===== src/rtl/ata_presence_probe.sv =====
module ata_presence_probe #(
  parameter int TICKS_PER_SEC = 1000,
  parameter int TIMEOUT_SEC   = 30
) (
  input  logic       clk,
  input  logic       rst_n,
  input  logic       start,
  output logic       reg_req,
  output logic       reg_we,
  output logic [2:0] reg_addr,
  output logic [7:0] reg_wdata,
  input  logic [7:0] reg_rdata,
  input  logic       reg_done,
  input  logic       tick,
  output logic       done,
  output logic       present,
  output logic       absent,
  output logic       timed_out
);
  localparam int LIMIT = TICKS_PER_SEC * TIMEOUT_SEC;
  localparam int TW    = $clog2(LIMIT + 1);
  localparam logic [2:0] OFS_STATUS = 3'd7;
  localparam logic [2:0] OFS_SECCNT = 3'd2;
  localparam logic [7:0] PAT_A = 8'h55;
  localparam logic [7:0] PAT_B = 8'hAA;

  typedef enum logic [2:0] {S_IDLE, S_POLL, S_WR_A, S_RD_A, S_WR_B, S_RD_B} st_t;

  st_t           st;
  logic [TW-1:0] tcnt;
  logic          expired;

  assign expired   = (tcnt == TW'(LIMIT));
  assign reg_req   = (st != S_IDLE);
  assign reg_we    = (st == S_WR_A) || (st == S_WR_B);
  assign reg_addr  = (st == S_POLL) ? OFS_STATUS : OFS_SECCNT;
  assign reg_wdata = (st == S_WR_B) ? PAT_B : PAT_A;

  always_ff @(posedge clk) begin
    if (!rst_n) begin
      st        <= S_IDLE;
      tcnt      <= '0;
      done      <= 1'b0;
      present   <= 1'b0;
      absent    <= 1'b0;
      timed_out <= 1'b0;
    end else begin
      done <= 1'b0;
      if (st == S_POLL && tick && !expired) tcnt <= tcnt + 1'b1;
      case (st)
        S_IDLE: if (start) begin
          st        <= S_POLL;
          tcnt      <= '0;
          present   <= 1'b0;
          absent    <= 1'b0;
          timed_out <= 1'b0;
        end
        S_POLL: if (reg_done) begin
          if (!reg_rdata[7]) st <= S_WR_A;
          else if (expired) begin
            st        <= S_IDLE;
            done      <= 1'b1;
            timed_out <= 1'b1;
          end
        end
        S_WR_A: if (reg_done) st <= S_RD_A;
        S_RD_A: if (reg_done) begin
          if (reg_rdata == PAT_A) st <= S_WR_B;
          else begin
            st     <= S_IDLE;
            done   <= 1'b1;
            absent <= 1'b1;
          end
        end
        S_WR_B: if (reg_done) st <= S_RD_B;
        S_RD_B: if (reg_done) begin
          st      <= S_IDLE;
          done    <= 1'b1;
          present <= (reg_rdata == PAT_B);
          absent  <= (reg_rdata != PAT_B);
        end
        default: st <= S_IDLE;
      endcase
    end
  end
endmodule


===== config.mk =====
export PLATFORM = sky130hd
export DESIGN_NAME = ata_presence_probe
export DESIGN_NICKNAME = d
export VERILOG_FILES = /design/src/rtl/ata_presence_probe.sv
export SDC_FILE = /design/constraint.sdc
export NUM_CORES = 1
export LEC_CHECK = 0
export ABC_AREA = 1
export BUFFER_PORTS_ARGS = -buffer_cell sky130_fd_sc_hd__buf_4
export CAP_MARGIN = 0
export CELL_PAD_IN_SITES_DETAIL_PLACEMENT = 0
export CELL_PAD_IN_SITES_GLOBAL_PLACEMENT = 1
export CORE_ASPECT_RATIO = 0.7
export CORE_MARGIN = 2
export CORE_UTILIZATION = 38
export CTS_CLUSTER_DIAMETER = 30
export DETAILED_ROUTE_END_ITERATION = 10
export PLACE_DENSITY = 0.83
export SKIP_CTS_REPAIR_TIMING = 1
export SYNTH_ARGS = -nofsm -noshare
export SYNTH_HDL_FRONTEND = slang
export SYNTH_SLANG_ARGS = --single-unit

===== constraint.sdc =====
create_clock -name clk -period 1.9 [get_ports clk]
set_input_delay 0.38 -clock clk [delete_from_list [all_inputs] [get_ports clk]]
set_output_delay 0.38 -clock clk [all_outputs]
set_load 0.03 [all_outputs]

==> results of run 1 <==
final cells by class:
| cell class | instances | area share (%) |
|---|---|---|
| Clock buffer | 3 | 2.23 |
| Sequential cell | 22 | 23.8 |
| Timing Repair Buffer | 29 | 11.8 |
| Multi-Input combinational cell | 194 | 52.0 |
| Tap cell | 52 | 3.51 |
| Inverter | 33 | 6.69 |
critical path, cell delays in order (launching register included):
cell	delay [ns]
dfxtp_1	0.42
nor2_2	0.23
nand2_2	0.12
inv_1	0.14
buf_4	0.18
layer usage:
| metal | global-route usage [%] | vias to the layer above | share of wire [%] |
|---|---|---|---|
| met1 | 29.5 | 667 | 58 |
| li1 | - | 854 | - |
| met4 | 5.71 | 0 | 0.89 |
| met5 | 0 | - | 0 |
| met3 | 3.68 | 2 | 3.9 |
| met2 | 20.6 | 23 | 37 |
cell usage in the layout, fill, tap and decap left out:
cell	Yosys	final
a21boi_0	1	1
a21oi_1	9	9
and3_1	1	1
buf_4	8	29
clkbuf_8	0	3
conb_1	1	1
dfxtp_1	22	22
ha_1	2	2
inv_1	27	27
inv_2	6	6
nand2_1	71	71
nand2_2	8	8
nand2_4	1	1
nand3_1	20	20
nand3_2	2	2
nand3b_1	2	2
nand4_1	6	6
nor2_1	42	42
nor2_2	4	4
nor2_4	3	3
nor2_8	1	1
nor3_1	2	2
nor3_2	1	1
o211ai_1	1	1
o21ai_0	5	5
o21ai_1	6	6
o21ai_2	2	2
o21bai_2	1	1
o21bai_4	1	1
xor2_1	1	1
final timing paths:
path	startpoint	end	cells past startpoint
setup reg to reg	tcnt[0]	tcnt[8]	10
setup / recovery	st[1]	reg_wdata[5]	4
hold reg to reg	timed_out	timed_out	2
hold / removal	reg_done	done	3
cells by family after synthesis:
group           Yosys count  share of synthesized area [%]
simple gates            164                           47.4
other cells               1                          0.233
compound gates           26                           10.1
flops                    22                           27.4
xor+xnor                  1                          0.544
buf+inv                  43                           12.8
fa+ha+maj                 2                           1.55
flip-flops by register name, summed over array words and instances (netlist names):
| name | cells |
|---|---|
| absent | 1 |
| done | 1 |
| present | 1 |
| st | 3 |
| tcnt | 15 |
| timed_out | 1 |
power groups by stage:
stage	combinational [mW]	sequential (mW)	clock (mW)
after detailed placement	1.46	0.626	0
after CTS	1.46	0.615	0.319
after global routing	1.60	0.626	0.329
after global placement	1.46	0.624	0
final	1.46	0.615	0.302
after floorplan	1.10	0.672	0
==> results by group, run 1 <==
Status
  – Status: complete, no violations

Power and ir drop
  – Power per cell area: 1280 mW/mm²
  – Clock share of power: 12.7%
  – Logic gate share of total power: 61.4%
  – Post-route total power: 2.37 mW
  – Switching Fraction: 50.6%
  – Sequential power share: 25.9%
  – Worst VDD drop: 0.964 mV
  – Leakage: a little over 0.8 nW
  – Psw: approximately 1.2 mW
  – Pint: 1.17 mW

STA
  – Worst hold margin: roughly 0.36 ns
  – Unrepaired setup endpoints after global routing: no
  – Fin. max-slew vios: 0
  – Final worst slack: 0.159 ns
  – Max Fclk: 574 MHz
  – Final Hold Fails: 0
  – Finish-stage setup viols: 0
  – Final period util: 91.6%
  – Layout Skew: 0.00671 ns
  – Setup TNS: 0 ns
  – Min Tclk post-route: 1.74 ns

Cells and area
  – Syn-to-layout area delta: 15.0%
  – Filler cell count: 434
  – Layout cells sized above 1: 22.1%
  – Post-route non-filler standard cell count: 333
  – Antenna diodes: 0
  – Design Area, Final: 0.00185 mm²
  – Multi-input gate area: 963 µm²
  – Register area: 440 µm²
  – Final Util: between 40% and 50%
  – Nets: 298

Routing
  – DRT iter0 DRCs: 61
  – DRC violation count after routing: 0
  – Total Wirelength: 3.82 mm
  – DR pass1 iterations: 4
  – Via count: between 1,500 and 2,000
  – Drt via density: around 4.6
  – Routed Antenna Nets: 0
  – Wire per inst: 11.5 µm

Synthesis
  – Post-synth top area share: 27.4%
  – Async set or reset register ratio after synthesis: 0%
  – Register bit total from synthesis: 22
  – Synth cell types: 30
  – Post-Synthesis Net Count: around 270
  – Commonest cells in the netlist: 71 x nand2_1, 42 x nor2_1, 27 x inv_1
  – Syn. warnings: 0
  – Number of synthesized flops with an enable pin: 0
  – Synth Flop Type: dfxtp_1
  – Syn_area_per_cell: 6.22 µm²
  – Most frequent cell after synthesis: nand2_1
  – Cell taking the most area after synthesis: dfxtp_1
  – Synth Instances: 259
  – Mapped Area: 0.00161 mm²
  – Sequential share of the synthesized area: 27.4%
  – Main area contributors after synthesis: dfxtp_1 27%, nand2_1 17%, nor2_1 9.8%

CTS
  – CTS tree: built
  – Clock root cell: clkbuf_8
  – H-tree Lvls: 1
  – Skew-Pair Late Insertion Delay: 0.27 ns
  – CTS sink count: 22
  – CTS Buffer Depth: 2
  – CTS Buf Count: 3
  – Reg clk slew, reported paths: 0.08 ns

Floorplan
  – Core Rows: 19
  – I/O pins: 30
  – DIE WIDTH: 81.8 µm
  – Initial core utilization: 40.3%
  – Core area: about 0.004 mm²
  – Die Y: 58.5 µm
  – Die area: 0.00478 mm²

Placed design
  – Place WS: 0.247 ns
  – Cell Area, Placed: about 0.0018 mm²
  – DP HPWL: 3.07 mm
  – # port buffers: 28
  – Placed Cells: 330
  – Gp weighted congestion: ~0.82

Critical path
  – WP data arrival: about 1.4 ns
  – CP Data Required Time: 1.52 ns
  – Worst Path Max Fanout: 6
  – Setup CP Type: reg2out
  – Critical path launch point type: register
  – Worst Setup End Kind: primary output
  – R2R Setup Slk: approximately 0.25 ns

Global route
  – Largest net degree at the start of global routing: 15
  – Initial antenna violation count: 0
  – First-pass GRT wire length: 6.29 mm
  – GRT Util Overall: 17.5%
  – Number of global-route vias before repair: approximately 1,300
  – Grt total ovfl: 0

Flow run
  – MaxCap Viol Count: 0

Min path
  – Hold Path Class: in2reg
Power figures use the tool's default switching activity.
==> inputs of run 2 (changes only) <==
==> constraint.sdc (replaced) <==
create_clock -name clk -period 1.67 [get_ports clk]
set_input_delay 0.334 -clock clk [delete_from_list [all_inputs] [get_ports clk]]
set_output_delay 0.334 -clock clk [all_outputs]
set_load 0.03 [all_outputs]
==> run 2 against run 1 <==
Die area is the same. Clock skew shrank 0.0023 ns. Hold slack lost 0.038 ns. Count of clock-buffer cells in the layout grew 1. Sequential share of layout area shrank 2.0 points. Sequential power grew 17%. Global-route usage grew 0.35 points. Clock power grew 29%. Worst setup slack lost 0.074 ns. Design area grew 11%. Largest power group unchanged.
==> results by group, run 2 (synthesis results as in run 1) <==
Critical path
  – Max incr delay on CP: 0.39 ns
  – Crit path cell chain: nor2_4, nand2_2, inv_1, buf_4
  – Worst Path Max Fanout: 6
  – Critical path launch point type: register
  – CP Data Required Time: 1.34 ns
  – Setup CP Type: reg2out
  – Slowest-stage cell, CP: dfxtp_2
  – Worst Setup End Kind: primary output
  – WP data arrival: 1.25 ns

Cells and area
  – Syn-to-layout area delta: 27.7%
  – Antenna diodes: 0
  – Commonest non-fill, non-tap cells in the layout: 68 x nand2_1, 42 x buf_4, 40 x nor2_1, 25 x inv_1, 19 x nand3_1
  – Nets: 313
  – Multi-input gate area: about 0.001 mm²
  – Top reg by flops: tcnt
  – Filler cell count: ~420
  – Biggest regs: tcnt x15, st x3
  – Register area: 448 µm²
  – Max reg flops: 15
  – Layout cells sized above 1: 31.3%
  – Commonest non-fill, non-tap cell in the layout: nand2_1

Routing
  – Total Wirelength: between 4 and 5 mm
  – DRC violation count after routing: 0
  – DRT iter0 DRCs: 122
  – Wire per inst: 11.5 µm
  – DR pass1 iterations: 5
  – Drt via density: 4.70
  – Routed Antenna Nets: 0
  – Via count: 1,640

Power and ir drop
  – Worst VDD drop: 1.12 mV
  – Leakage: 0.929 nW
  – Power per cell area: 1460 mW/mm²
  – Post-route total power: around 3.0 mW

CTS
  – CTS Buf Count: 3
  – Clock root cell: clkbuf_8
  – H-tree Lvls: 1
  – Skew-Pair Late Insertion Delay: between 0.2 and 0.3 ns
  – Reg clk slew, reported paths: about 0.08 ns
  – CTS sink count: 22
  – CTS Buffer Depth: 2
  – CTS tree: built

Floorplan
  – Die area: around 0.0048 mm²
  – Initial core utilization: just over 40%
  – Die Y: 58.5 µm
  – Core area: 0.00399 mm²
  – I/O pins: 30
  – Core Rows: 19
  – DIE WIDTH: between 80 and 90 µm

Global route
  – Grt total ovfl: 0
  – Number of global-route vias before repair: 1,366
  – GRT Util Overall: 17.8%
  – Largest net degree at the start of global routing: 15
  – First-pass GRT wire length: 6.49 mm
  – Initial antenna violation count: 0

Placed design
  – DP HPWL: 3.11 mm
  – Place WS: approximately 0.0062 ns
  – # port buffers: 28
  – Gp weighted congestion: 0.821

Status
  – Status: complete, no violations

STA
  – Final worst slack: 0.0848 ns
  – Setup TNS: 0 ns
  – Finish-stage setup viols: 0
  – Final period util: 94.9%
  – Final Hold Fails: 0
  – Min Tclk post-route: 1.59 ns
  – Max Fclk: about 630 MHz
  – Fin. max-slew vios: 0
  – Layout Skew: 0.00440 ns

Min path
  – Hold Path Class: in2reg

Flow run
  – MaxCap Viol Count: 0
run 2: per-stage QoR:
stage               instance area [µm²]  instances  utilization [%]  hold WS (ns)
floorplan                          1610        259                -         0.448
global placement                   1860        336             46.5         0.437
detailed placement                 1860        336             46.5         0.439
CTS                                1910        340             47.8         0.315
global route                       2060        349             51.5         0.330
finish                             2060        349             51.5         0.324
run 2: routing by layer:
metal | share of wire, % | global-route usage [%]
met5 | 0 | 0
met4 | 0.62 | 3.57
met3 | 5.8 | 3.99
met2 | 37 | 21.4
met1 | 57 | 30.6
run 2: path summary, 6_finish.rpt:
kind | start | cells past startpoint | slack [ns] | endpoint
worst min register to register | present | 2 | 0.45 | present
worst max-delay path | st[1] | 4 | 0.08 | reg_wdata[1]
worst min-delay path | reg_done | 3 | 0.32 | done
worst max register to register | st[2] | 10 | 0.11 | tcnt[9]
run 2: critical path, delay by kind of cell (launching register included):
kind	cells	cell delay, ns
DFF	1	0.39
buffers and inverters	2	0.32
and+or+nand+nor	2	0.27
run 2: power breakdown:
part           leakage, nW  switching, mW  total (mW)  internal, mW
clock               0.0288          0.181       0.391         0.211
combinational        0.720           1.15        1.89         0.737
sequential           0.181          0.105       0.720         0.615
total                0.929           1.44        3.00          1.56
run 2: cell type report:
class | count | share of cell area (%)
clock buffer | 4 | 2.68
inverter | 33 | 6.03
multi-input combinational | 194 | 48.8
sequential | 22 | 21.8
tap | 52 | 3.16
timing repair buffer | 44 | 17.5
